[config.mk]
export PLATFORM = sky130hd
export DESIGN_NAME = run_state_ctl
export DESIGN_NICKNAME = d
export VERILOG_FILES = /design/src/rtl/run_state_pkg.sv /design/src/rtl/run_state_decode.sv /design/src/rtl/run_state_regs.sv /design/src/rtl/run_state_ctl.sv
export SDC_FILE = /design/constraint.sdc
export NUM_CORES = 1
export LEC_CHECK = 0
export ABC_AREA = 1
export CAP_MARGIN = 20
export CORE_AREA = 10 10 47 49
export DETAILED_ROUTE_END_ITERATION = 10
export DIE_AREA = 0 0 57 59
export GPL_TIMING_DRIVEN = 0
export PLACE_DENSITY = 0.54
export SYNTH_ARGS = -nofsm -noshare
export SYNTH_HDL_FRONTEND = slang
export SYNTH_SLANG_ARGS = --single-unit
[constraint.sdc]
create_clock -name clk -period 1.03 [get_ports clk]
set_input_delay 0.206 -clock clk [delete_from_list [all_inputs] [get_ports clk]]
set_output_delay 0.206 -clock clk [all_outputs]
set_load 0.005 [all_outputs]
[src/rtl/run_state_pkg.sv]
package run_state_pkg;

  typedef enum logic [1:0] {
    RS_RUN   = 2'b01,
    RS_RESET = 2'b10,
    RS_PAUSE = 2'b11
  } runState_e;

  // Strobes from the request decoder to the state registers.
  typedef struct packed {
    logic      forceReset;
    logic      loadState;
    logic      armPause;
    logic      clearArm;
    runState_e target;
  } ctlStrobe_t;

endpackage

[src/rtl/run_state_decode.sv]
module run_state_decode
  import run_state_pkg::*;
#(
  parameter int REQ_W = 3
) (
  input  logic             swRstWrEn,
  input  logic             swRstWrData,
  input  logic             stateWrEn,
  input  logic [REQ_W-1:0] stateWrData,
  input  logic             xferEnd,
  input  runState_e        curState,
  input  logic             curValid,
  input  logic             armed,
  output ctlStrobe_t       strobe
);

  localparam logic [REQ_W-1:0] MAX_CODE = REQ_W'(3);

  logic      swHit;
  logic      legalReq;
  runState_e reqState;
  logic      pauseToReset;

  assign swHit        = swRstWrEn & swRstWrData;
  assign legalReq     = (stateWrData != '0) && (stateWrData <= MAX_CODE);
  assign reqState     = runState_e'(stateWrData[1:0]);
  assign pauseToReset = legalReq && (curState == RS_PAUSE) && (reqState == RS_RESET);

  always_comb begin
    strobe        = '0;
    strobe.target = RS_RESET;
    if (swHit) begin
      strobe.forceReset = 1'b1;
      strobe.clearArm   = 1'b1;
    end else if (curValid) begin
      if (stateWrEn) begin
        if (pauseToReset && !armed) begin
          strobe.armPause = 1'b1;
        end else begin
          strobe.clearArm = 1'b1;
          if (legalReq) begin
            strobe.loadState = 1'b1;
            strobe.target    = reqState;
          end
        end
      end else if (xferEnd && curState == RS_RUN) begin
        strobe.loadState = 1'b1;
        strobe.clearArm  = 1'b1;
        strobe.target    = RS_RESET;
      end
    end
  end

endmodule

[src/rtl/run_state_regs.sv]
module run_state_regs
  import run_state_pkg::*;
#(
  parameter int SETTLE_CYCLES = 3
) (
  input  logic       clk,
  input  logic       rstN,
  input  ctlStrobe_t strobe,
  output runState_e  curState,
  output logic       curValid,
  output logic       armed
);

  localparam int CNT_W = (SETTLE_CYCLES < 2) ? 1 : $clog2(SETTLE_CYCLES);
  localparam logic [CNT_W-1:0] CNT_LOAD = CNT_W'(SETTLE_CYCLES - 1);

  logic [CNT_W-1:0] settleCnt;

  always_ff @(posedge clk) begin
    if (!rstN) begin
      curState  <= RS_RESET;
      curValid  <= 1'b1;
      settleCnt <= '0;
      armed     <= 1'b0;
    end else if (strobe.forceReset) begin
      curState  <= RS_RESET;
      curValid  <= 1'b1;
      settleCnt <= '0;
      armed     <= 1'b0;
    end else begin
      if (strobe.clearArm) begin
        armed <= 1'b0;
      end else if (strobe.armPause) begin
        armed <= 1'b1;
      end
      if (strobe.loadState) begin
        curState  <= strobe.target;
        curValid  <= 1'b0;
        settleCnt <= CNT_LOAD;
      end else if (!curValid) begin
        if (settleCnt == '0) begin
          curValid <= 1'b1;
        end else begin
          settleCnt <= settleCnt - 1'b1;
        end
      end
    end
  end

endmodule

[src/rtl/run_state_ctl.sv]
module run_state_ctl
  import run_state_pkg::*;
#(
  parameter int SETTLE_CYCLES = 3,
  parameter int REQ_W         = 3
) (
  input  logic             clk,
  input  logic             rstN,
  input  logic             stateWrEn,
  input  logic [REQ_W-1:0] stateWrData,
  input  logic             swRstWrEn,
  input  logic             swRstWrData,
  input  logic             xferEnd,
  output logic [2:0]       statusRd,
  output logic             runEnable
);

  ctlStrobe_t strobe;
  runState_e  curState;
  logic       curValid;
  logic       armed;

  run_state_decode #(.REQ_W(REQ_W)) u_decode (
    .swRstWrEn   (swRstWrEn),
    .swRstWrData (swRstWrData),
    .stateWrEn   (stateWrEn),
    .stateWrData (stateWrData),
    .xferEnd     (xferEnd),
    .curState    (curState),
    .curValid    (curValid),
    .armed       (armed),
    .strobe      (strobe)
  );

  run_state_regs #(.SETTLE_CYCLES(SETTLE_CYCLES)) u_regs (
    .clk      (clk),
    .rstN     (rstN),
    .strobe   (strobe),
    .curState (curState),
    .curValid (curValid),
    .armed    (armed)
  );

  assign statusRd  = {curValid, curState};
  assign runEnable = curValid && (curState == RS_RUN);

endmodule

==> results.sh <==
export IMPL_outcome="complete, but fails checks"
export IMPL_violations="negative setup slack"
export IMPL_fin_crit_sh_pct=113
export IMPL_synth_top_area_cell="dfxtp_1"
export IMPL_dr_pass1_iters=4
export IMPL_antennaDiodeCount=0
export IMPL_path_clk_slew_ns=0.05
export IMPL_synth_seq_area_share_pct=35.0
export IMPL_synth_edf_count=0
export IMPL_fp_dieW_um=57
export IMPL_clock_skew_ns=0.00325
export IMPL_synth_simple_gate_area_share_pct=41.6
export IMPL_path_class="register to primary output"
export IMPL_synthCells=55
export IMPL_drc=0
export IMPL_crit_required_ns=0.82
export IMPL_synthesis_nets=64
export IMPL_synth_compound_area_share_pct=11.3
export IMPL_period_minus_slack_ns=1.16
export IMPL_numCtsBuffers=3
export IMPL_synth_top_family_by_area="simple AND/OR/NAND/NOR gates"
export IMPL_vias=430
export IMPL_cts_tree="done"
export IMPL_areaGrowthSynthToFinish_pct=89.4
export IMPL_worstPathArrival_ns=0.95
export IMPL_ys_seq_elements=6
export IMPL_cp_max_fo=2
export IMPL_grt_pass1_wl_mm=1.78
export IMPL_syn_area_um2=343
export IMPL_post_dp_cell_area_um2=483
export IMPL_powerDensity_nw_per_um2=987
export IMPL_synth_flop_cell="dfxtp_1"
export IMPL_fp_dieArea_um2=3360
export IMPL_startpoint_type="register"
export IMPL_cts_htree_levels=1
export IMPL_grt_max_degree=7
export IMPL_portBuffers=12
export IMPL_setup_ws_ns=-0.130
export IMPL_fin_hold_ws_ns=0.403
export IMPL_grtUsageTotal_pct=6.55
export IMPL_yosys_area_share_adder_pct=0
export IMPL_place_ws_ns=-0.387
export IMPL_r2r_cells=7
export IMPL_start_util_pct=24.5
export IMPL_worstSetupEndpointType="primary output"
export IMPL_pin_count=13
export IMPL_wirelength_mm=1.14
export IMPL_max_freq_mhz=862
export IMPL_design_area_um2=649
export IMPL_yosys_cell_types_count=13
export IMPL_place_gp_congestion=0.774
export IMPL_die_y_um=59
export IMPL_whs_path_depth=5
export IMPL_clk_latency_ns=0.25
export IMPL_nNetsFinal=89
export IMPL_avgSynthCellArea_um2=6.23
export IMPL_routed_via_density=4.57
export IMPL_clockBufferDepth=2
export IMPL_grt_pass1_vias=436
export IMPL_r2r_slack_ns=-0.08
export IMPL_setup_violations=7
export IMPL_p_leak_nw=0.295
export IMPL_ant_nets=0
export IMPL_synth_xor_area_share_pct=0
export IMPL_worstHoldPathType="primary input to register"
export IMPL_antenna_found_initial=0
export IMPL_core_area_um2=1400
export IMPL_root_buffer="clkbuf_4"
export IMPL_initialDrtViolationCount=1
export IMPL_yosysMostFrequentCell="nand2_1"
export IMPL_cts_sinks=6
export IMPL_synth_top_area_share_pct=35.0
export IMPL_routedWlPerCell_um=12.1
export IMPL_finalPower_mw=0.641
export IMPL_synth_commonest_cells="nand2_1 (13), inv_1 (9), dfxtp_1 (6), nand3_1 (6), nor2_1 (6)"
export IMPL_rsz0062_at_grt="yes"
export IMPL_grt_overflow=0
export IMPL_cap_viol_max_count=0
export IMPL_irDropWorstVdd_v=0.000645
export IMPL_synthMuxAreaShare_pct=0
export IMPL_drive_above_1_share_pct=52.6
export IMPL_hold_violations=0
export IMPL_slew_viol_final=0
export IMPL_synth_area_leaders="dfxtp_1 (35%), nand2_1 (14%), inv_1 (9.9%), nand3_1 (8.8%), nor2_1 (6.6%)"
export IMPL_synthArstFlopShare_pct=0
export IMPL_tightest_slew_ns=0.184
export IMPL_yosys_warnings=0
export IMPL_num_rows=14
export IMPL_relSlewSlack_pct=87.7
export IMPL_dp_hpwl_um=705
[area by class of cell]
| type | count | area [um2] |
|---|---|---|
| Clock buffer | 3 | 22.5 |
| Buffer | 1 | 7.51 |
| Multi-Input combinational cell | 39 | 260 |
| Fill cell | 154 | 752 |
| Timing Repair Buffer | 20 | 174 |
| Sequential cell | 6 | 129 |
| Tap cell | 16 | 20.0 |
| Inverter | 9 | 36.3 |
[per-stage QoR]
stage                     setup TNS (ns)  util [%]  cells
after global routing              -0.945      46.3     94
after CTS                         -0.471      44.6     94
after detailed placement           -2.83      34.5     83
after global placement             -2.82      34.5     83
after floorplan                        0         -     55
final                             -0.514      46.3     94
[layout by cell type (no fill, tap or decap), drive strengths merged]
cell type      synthesis  layout
dlygate4sd2            0       3
nand3                  6       6
clkdlybuf4s50          0       4
o21ai                  2       2
or2                    1       1
inv                    9       9
clkbuf                 0       4
a21oi                  5       5
nand2                 15      15
dlymetal6s2s           0       1
nand4                  2       2
nor2                   6       6
dfxtp                  6       6
nor3                   2       2
buf                    1      12
[worst max-delay path: stages (launching register included)]
cell	delay, ns
dfxtp_4	0.34
buf_6	0.10
inv_4	0.03
nor3_2	0.10
buf_2	0.14
[registers in the layout (all words and copies together), names as in the netlist]
signal            count
u_regs.armed          1
u_regs.curState       2
u_regs.curValid       1
u_regs.settleCnt      2
[kinds of logic after synthesis]
group                  after synthesis
buffers and inverters               10
AOI/OAI and AO/OA                    7
DFF                                  6
and+or+nand+nor                     32
[path summary, 6_finish.rpt]
kind	from	to
setup / recovery	u_regs.curValid$_SDFF_PP1_	runEnable
hold / removal	stateWrData[2]	u_regs.curState[1]$_SDFFE_PP1P_
setup reg to reg	u_regs.curValid$_SDFF_PP1_	u_regs.curState[1]$_SDFFE_PP1P_
hold reg to reg	u_regs.settleCnt[1]$_SDFFE_PP0P_	u_regs.settleCnt[1]$_SDFFE_PP0P_
[report_power, final]
part / total (mW) / switching (mW) / internal (mW) / leakage, nW
combinational: 0.170 / 0.0863 / 0.0833 / 0.232
sequential: 0.252 / 0.00969 / 0.242 / 0.0493
clock: 0.220 / 0.0877 / 0.132 / 0.0138
[timing repair]
| item | in CTS | in global routing |
|---|---|---|
| endpoints found under the hold margin | 0 | 0 |
| hold buffers | 0 | 0 |
| endpoints found under the setup margin | 9 | 10 |
| setup buffers | 8 | 0 |
| pin swaps | 10 | 7 |
| resized for setup | 39 | 13 |
[routing by layer]
metal  part of all wire [%]  up-vias  global-route usage, %
met1                     41      193                   6.13
met4                    1.7        0                   4.03
li1                       -      221                      -
met5                      0        -                      0
met2                     48       12                   11.5
met3                    9.1        4                   3.00
(Power assumes the default switching activity.)
